<file path="src/rtl/txpll_switch_pkg.sv">
package txpll_switch_pkg;

    localparam int ADDR_W = 10;
    localparam int DATA_W = 32;
    localparam int CODE_W = 8;
    localparam int NIB_W  = 4;

    localparam logic [ADDR_W-1:0] LUT_BASE_ADDR = 10'h117;
    localparam logic [ADDR_W-1:0] SEL_MUX_ADDR  = 10'h111;

    typedef enum logic [2:0] {
        ST_IDLE,
        ST_READ_REQ,
        ST_READ_WAIT,
        ST_ENCODE,
        ST_WRITE_REQ,
        ST_DONE
    } seq_state_e;

    // Lookup register that holds the mapping for a logical index
    function automatic logic [ADDR_W-1:0] lut_addr(input logic [1:0] idx);
        return LUT_BASE_ADDR + ADDR_W'(idx[1]);
    endfunction

    // Bit shuffle from lookup nibble to multiplexer selection code
    function automatic logic [CODE_W-1:0] shuffle_code(input logic [NIB_W-1:0] n);
        return {~n[3], n[1:0], n[3], n};
    endfunction

endpackage

</file>
<file path="src/rtl/txpll_seq_ctrl.sv">
module txpll_seq_ctrl
    import txpll_switch_pkg::*;
(
    input  logic       clk,
    input  logic       rst,
    input  logic       start_i,
    input  logic       idx_ok_i,
    input  logic       bus_wait_i,
    input  logic       bus_rvalid_i,
    output seq_state_e state_o
);

    seq_state_e state_q, state_d;

    always_comb begin
        state_d = state_q;
        unique case (state_q)
            ST_IDLE:      if (start_i && idx_ok_i) state_d = ST_READ_REQ;
            ST_READ_REQ:  if (!bus_wait_i)         state_d = ST_READ_WAIT;
            ST_READ_WAIT: if (bus_rvalid_i)        state_d = ST_ENCODE;
            ST_ENCODE:                             state_d = ST_WRITE_REQ;
            ST_WRITE_REQ: if (!bus_wait_i)         state_d = ST_DONE;
            ST_DONE:                               state_d = ST_IDLE;
            default:                               state_d = ST_IDLE;
        endcase
    end

    always_ff @(posedge clk) begin
        if (rst) state_q <= ST_IDLE;
        else     state_q <= state_d;
    end

    assign state_o = state_q;

endmodule

</file>
<file path="src/rtl/txpll_sel_encoder.sv">
module txpll_sel_encoder
    import txpll_switch_pkg::*;
#(
    parameter int LANES = 2
) (
    input  logic [LANES*NIB_W-1:0] word_i,
    input  logic [$clog2(LANES)-1:0] lane_i,
    output logic [CODE_W-1:0]      code_o
);

    logic [CODE_W-1:0] lane_code [LANES];

    for (genvar g = 0; g < LANES; g++) begin : g_lane
        assign lane_code[g] = shuffle_code(word_i[g*NIB_W +: NIB_W]);
    end

    assign code_o = lane_code[lane_i];

endmodule

</file>
<file path="src/rtl/txpll_switch_seq.sv">
module txpll_switch_seq
    import txpll_switch_pkg::*;
#(
    parameter int NUM_PLLS = 4
) (
    input  logic              clk,
    input  logic              rst,
    input  logic              start_i,
    input  logic [1:0]        pll_idx_i,
    output logic              busy_o,
    output logic              done_o,
    output logic              err_o,
    output logic [CODE_W-1:0] sel_code_o,
    output logic [ADDR_W-1:0] bus_addr_o,
    output logic              bus_rd_o,
    output logic              bus_wr_o,
    output logic [DATA_W-1:0] bus_wdata_o,
    input  logic [DATA_W-1:0] bus_rdata_i,
    input  logic              bus_rvalid_i,
    input  logic              bus_wait_i
);

    localparam int          LANES   = 2;
    localparam int          LUT_W   = LANES * NIB_W;
    localparam logic [2:0]  NUM_LIM = 3'(NUM_PLLS);

    seq_state_e        state;
    logic              idx_ok;
    logic [1:0]        idx_q;
    logic [LUT_W-1:0]  lut_q;
    logic [CODE_W-1:0] code_d, code_q;
    logic              err_q;
    logic              unused_rdata_hi;

    assign idx_ok          = {1'b0, pll_idx_i} < NUM_LIM;
    assign unused_rdata_hi = ^bus_rdata_i[DATA_W-1:LUT_W];

    txpll_seq_ctrl u_ctrl (
        .clk          (clk),
        .rst          (rst),
        .start_i      (start_i),
        .idx_ok_i     (idx_ok),
        .bus_wait_i   (bus_wait_i),
        .bus_rvalid_i (bus_rvalid_i),
        .state_o      (state)
    );

    txpll_sel_encoder #(.LANES(LANES)) u_enc (
        .word_i (lut_q),
        .lane_i (idx_q[0]),
        .code_o (code_d)
    );

    always_ff @(posedge clk) begin
        if (rst) begin
            idx_q  <= '0;
            lut_q  <= '0;
            code_q <= '0;
            err_q  <= 1'b0;
        end else begin
            err_q <= (state == ST_IDLE) && start_i && !idx_ok;
            if (state == ST_IDLE && start_i && idx_ok)
                idx_q <= pll_idx_i;
            if (state == ST_READ_WAIT && bus_rvalid_i)
                lut_q <= bus_rdata_i[LUT_W-1:0];
            if (state == ST_ENCODE)
                code_q <= code_d;
        end
    end

    assign bus_rd_o    = (state == ST_READ_REQ);
    assign bus_wr_o    = (state == ST_WRITE_REQ);
    assign bus_addr_o  = (state == ST_WRITE_REQ) ? SEL_MUX_ADDR : lut_addr(idx_q);
    assign bus_wdata_o = {{(DATA_W-CODE_W){1'b0}}, code_q};
    assign busy_o      = (state != ST_IDLE);
    assign done_o      = (state == ST_DONE);
    assign err_o       = err_q;
    assign sel_code_o  = code_q;

endmodule

</file>
<file path="config.mk">
export PLATFORM = sky130hd
export DESIGN_NAME = txpll_switch_seq
export DESIGN_NICKNAME = d
export VERILOG_FILES = /design/src/rtl/txpll_switch_pkg.sv /design/src/rtl/txpll_seq_ctrl.sv /design/src/rtl/txpll_sel_encoder.sv /design/src/rtl/txpll_switch_seq.sv
export SDC_FILE = /design/constraint.sdc
export NUM_CORES = 1
export LEC_CHECK = 0
export CELL_PAD_IN_SITES_DETAIL_PLACEMENT = 1
export CELL_PAD_IN_SITES_GLOBAL_PLACEMENT = 2
export CORE_UTILIZATION = 16
export DETAILED_ROUTE_END_ITERATION = 7
export GPL_ROUTABILITY_DRIVEN = 0
export GPL_TIMING_DRIVEN = 0
export PLACE_DENSITY_LB_ADDON = 0.1
export SLEW_MARGIN = 10
export SYNTH_ARGS = -nofsm -noshare
export SYNTH_HDL_FRONTEND = slang
export SYNTH_SLANG_ARGS = --single-unit
export TNS_END_PERCENT = 50
</file>
<file path="constraint.sdc">
create_clock -name clk -period 1.3 [get_ports clk]
set_input_delay 0.325 -clock clk [delete_from_list [all_inputs] [get_ports clk]]
set_output_delay 0.325 -clock clk [all_outputs]
set_load 0.05 [all_outputs]
</file>
Word level (Yosys, flattened, before mapping)
Cells that the tools add are included.
Widths: inputs -> output; s select.
{"block": "op_classes", "addsub": 1, "mul": 0, "n_div": 0, "magnitude_cmp": 1, "eq_ne": 9, "shift": 0, "muxes": 9, "bitwise_logic": 3, "reduce_logical": 5}
{"operator": "$mux 8", "n": 3}
{"operator": "$pmux 3 s5", "n": 1}
{"operator": "$mux 3", "n": 4}
{"operator": "$add 9x1->10 const A", "n": 1}
{"operator": "$mux 10", "n": 1}
{"operator": "$ne 2x2->1 const B", "n": 4}
{"operator": "$eq 3x2->1 const B", "n": 2}
{"operator": "$eq 3x3->1 const B", "n": 2}
{"operator": "$reduce_and 4->1", "n": 1}
{"operator": "$eq 3x1->1 const B", "n": 1}
{"operator": "$logic_not 3->1", "n": 1}
{"operator": "$reduce_bool 3->1", "n": 1}
{"operator": "$ge 2x2->1 const B", "n": 1}
{"operator": "$logic_and 1x1->1", "n": 2}
{"operator": "$not 1->1", "n": 2}
{"operator": "$not 1->2", "n": 1}
{"block": "totals", "regBits": 21, "latch_bits": 0, "ram_bits": 0, "rom_bits": 0, "input_bits": 39, "out_inout_bits": 55, "elab_cells": 32, "mem_count": 0}

Longest topological paths before layout
{"block": "logic_depth", "ltp_word": 4, "ltp_mapped": 5, "mapped_depth_nobuf": 3}

Modules after synthesis
A second synthesis with hierarchy kept.
{"block": "unflattened", "hier_cells": 153, "hier_area_um2": 1433.9}
{"module": "txpll_switch_seq", "n_inst": 1, "cells_per_inst": 129, "area_each_um2": 1208.7, "seq_area_each_um2": 360.3}
{"module": "txpll_seq_ctrl", "n_inst": 1, "cells_per_inst": 16, "area_each_um2": 147.6, "seq_area_each_um2": 60.1}
{"module": "txpll_sel_encoder", "n_inst": 1, "cells_per_inst": 8, "area_each_um2": 77.6, "seq_area_each_um2": 0.0}

Worst setup path before layout
No wires, ideal clock.
{"block": "synth_timing", "kind": "reg2out", "start": "reg u_ctrl.state_q[1], in the netlist u_ctrl.state_o[1]", "end": "out bus_addr_o[0]", "arrival_time_ps": 2148, "required_time_ps": 975, "slack_ps": -1173, "path_stages_with_launch": 5, "path_buffers": 1, "path_cell_list": "dfxtp_1 > buf_2 > nor3b_2 > nor2b_1 > inv_1"}
{"block": "synth_via", "elab_chain_len": 2}
{"item": "from (decl)", "line": "txpll_seq_ctrl.sv:13", "source": "seq_state_e state_q, state_d;"}
{"item": "from (signal assigned)", "line": "txpll_seq_ctrl.sv:30", "source": "else state_q <= state_d;"}
{"item": "$eq 3x3->1"}
{"item": "named net bus_wr_o", "line": "txpll_switch_seq.sv:16", "source": "output logic bus_wr_o,"}
{"item": "$mux 10", "line": "txpll_switch_seq.sv:73", "source": "assign bus_addr_o = (state == ST_WRITE_REQ) ? SEL_MUX_ADDR : lut_addr(idx_q);"}
{"item": "to (decl)", "line": "txpll_switch_seq.sv:14", "source": "output logic [ADDR_W-1:0] bus_addr_o,"}
The timed path passes the listed nets, and every way through them passes these cells.

Worst setup path after layout
{"block": "layout_timing", "start": "reg u_ctrl.state_q[1], in the netlist u_ctrl.state_o[1]", "end": "out busy_o"}
{"block": "layout_via", "elab_chain_len": 1}
{"item": "$reduce_bool 3->1", "line": "txpll_switch_seq.sv:75", "source": "assign busy_o = (state != ST_IDLE);"}
{"item": "to (decl)", "line": "txpll_switch_seq.sv:10", "source": "output logic busy_o,"}
No other way between the ends.

==> flow_metrics.env <==
export IMPL_cts_sinks=18
export IMPL_vias=989
export IMPL_crit_path_start_kind="flop"
export IMPL_fp_dieArea_um2=7320
export IMPL_finalHoldViolations=0
export IMPL_cts_hold_buf=0
export IMPL_crit_chain="buf_6 -> buf_4 -> or3_4 -> buf_6"
export IMPL_design_area_um2=1930
export IMPL_cp_top_family="buffers and inverters"
export IMPL_stdcell_count=288
export IMPL_antenna_left=0
export IMPL_dr_pass1_iters=3
export IMPL_avgSynthCellArea_um2=8.87
export IMPL_synth_cell_types=20
export IMPL_critPathKind="reg -> out"
export IMPL_path_clk_slew_ns=0.07
export IMPL_yosysMostFrequentCell="buf_4"
export IMPL_crit_top_cell="buf_6"
export IMPL_drv_slew=0
export IMPL_yosysSeqAreaShare_pct=32.3
export IMPL_grt_total_usage_pct=7.74
export IMPL_yosys_area_top_type="dfxtp_1"
export IMPL_drtIter0Drc=12
export IMPL_cts_buffers_inserted=3
export IMPL_crit_path_max_fanout=4
export IMPL_arrival_ns=1.34
export IMPL_wl_per_cell_um=10.3
export IMPL_grt_ovfl_total=0
export IMPL_synth_cells=126
export IMPL_yosysWarnings=0
export IMPL_leakagePower_nw=0.928
export IMPL_drv_cap=0
export IMPL_vdd_drop_max_mv=0.260
export IMPL_wirelength_mm=2.96
export IMPL_nFillCells=812
export IMPL_hp_class="in -> reg"
export IMPL_rsz0062_at_grt="true"
export IMPL_clockBufferDepth=2
export IMPL_violations="negative setup slack"
export IMPL_power_total_mw=1.73
export IMPL_antenna_cells=0
export IMPL_endpoint_kind="output port"
export IMPL_io_pins=94
export IMPL_post_route_min_period_ns=1.66
export IMPL_synthTopCellsByCount="buf_4 (45), dfxtp_1 (18), nor2_1 (18), mux2i_1 (16), a211oi_1 (4)"
export IMPL_syn_to_final_growth_pct=73.1
export IMPL_synth_edf_count=0
export IMPL_setup_ws_ns=-0.362
export IMPL_clock_skew_final_ns=0.000441
export IMPL_grt_max_degree=11
export IMPL_synth_seq_cells=18
export IMPL_layout_nets=248
export IMPL_antenna_found_initial=0
export IMPL_cp_slowest_cell="dfxtp_2"
export IMPL_required_ns=0.98
export IMPL_synth_async_reset_ratio_pct=0
export IMPL_clk_latency_ns=0.25
export IMPL_drive_above_1_share_pct=49.5
export IMPL_crit_path_max_incr_delay_ns=0.33
export IMPL_grt_pass1_wl_mm=4.51
export IMPL_h_tree_depth=1
export IMPL_grt_pass1_vias=996
export IMPL_path_buf_inv=3
export IMPL_yosys_top_cells_area="dfxtp_1 (32%), buf_4 (30%), mux2i_1 (14%)"
export IMPL_dp_hpwl_mm=2.16
export IMPL_portBuffers=37
export IMPL_rows=30
export IMPL_syn_area_um2=1120
export IMPL_min_period_over_period_pct=128
export IMPL_max_freq_ghz=0.602
export IMPL_fin_tns_setup_ns=-3.33
export IMPL_drc=0
export IMPL_initial_utilization_pct=16.5
export IMPL_powerDensity_nw_per_um2=892
export IMPL_cts_root_buffer="clkbuf_8"
export IMPL_core_um2=6760
export IMPL_status="finished with violations"
export IMPL_die_height_um=85.6
export IMPL_yosysTopAreaCellShare_pct=32.3
export IMPL_placed_cell_area_um2=1740
export IMPL_via_per_inst=3.43
export IMPL_synthFlopType="dfxtp_1"
export IMPL_setup_viol=25
export IMPL_place_inst=272
export IMPL_cts_tree="built"
export IMPL_die_w_um=85.6
## layout by cell type (no fill, tap or decap)
cell             Yosys  layout
buf_4               45      59
conb_1               2      31
mux2i_1             16      16
nor2_1              18      16
buf_6                1      13
dfxtp_1             18      12
clkdlybuf4s50_1      0      12
buf_2                1       6
a211oi_1             4       4
clkbuf_8             0       4
dfxtp_2              0       4
a21oi_1              3       3
buf_8                0       3
inv_1                3       2
clkbuf_1             2       2
buf_1                1       2
dfxtp_4              0       2
nor3_4               0       1
nor3b_4              0       1
nor2_4               0       1
nor2b_4              0       1
clkinvlp_4           0       1
or3_4                0       1
nor3b_2              1       1
and3b_2              0       1
nor3b_1              2       1
nor3_1               2       1
nor4bb_1             2       1
or3_1                2       1
nor2_2               0       1
nor4b_4              0       1
nor4bb_4             0       1
dlymetal6s2s_1       0       1
buf_12               0       1
## layer usage
layer | vias to the layer above | global-route usage (%) | part of all wire (%)
met4 | 0 | 3.18 | 1.6
met1 | 437 | 8.22 | 39
li1 | 500 | - | -
met2 | 46 | 14.9 | 53
met5 | - | 0 | 0
met3 | 6 | 1.44 | 6.1
## registers in the layout, indices dropped and copies added (netlist names)
name            count
lut_q               8
sel_code_o          5
u_ctrl.state_o      3
idx_q               2
## metrics by stage
step	hold slack, ns	setup slack, ns	utilization, %
floorplan	0.460	-0.600	-
global placement	0.474	-0.793	25.8
detailed placement	0.493	-0.813	25.8
CTS	0.448	-0.367	27.3
global route	0.497	-0.419	28.6
finish	0.426	-0.362	28.6
## logic make-up (layout without fill, tap and decap cells)
| group | Yosys count | after routing | synth area share, % |
|---|---|---|---|
| buf+inv | 53 | 106 | 33.7 |
| simple gates | 30 | 30 | 15.0 |
| flops | 18 | 18 | 32.3 |
| mux | 16 | 16 | 14.3 |
| compound gates | 7 | 7 | 4.03 |
| other cells | 2 | 31 | 0.672 |
## report_power, final
group | internal [mW] | switching (mW)
Clock | 0.269 | 0.189
Combinational | 0.253 | 0.424
Sequential | 0.571 | 0.0213
Total | 1.09 | 0.634
## area by class of cell
class	instances	area [µm²]	share of cell area, %
Multi-Input combinational cell	84	559	28.9
Timing Repair Buffer	50	460	23.8
Sequential cell	18	373	19.3
Buffer	49	372	19.2
Tap cell	80	100	5.17
Clock buffer	4	55.1	2.85
Inverter	3	15.0	0.776
## path summary, 6_finish.rpt
path	slack, ns	depth (start not counted)	from	to
max	-0.36	4	u_ctrl.state_o[1]	busy_o
min	0.43	2	rst	sel_code_o[7]
max reg2reg	-0.09	7	u_ctrl.state_o[1]	u_ctrl.state_o[0]
min reg2reg	0.51	2	lut_q[3]	lut_q[3]
## what timing repair did
| item | in CTS | in global routing |
|---|---|---|
| pin swaps | 8 | 2 |
| setup buffers | 8 | 5 |
| endpoints found under the setup margin | 34 | 33 |
| resized for setup | 149 | 15 |
| cloned | 0 | 1 |
Note: power is estimated with default switching activity, not from simulation.
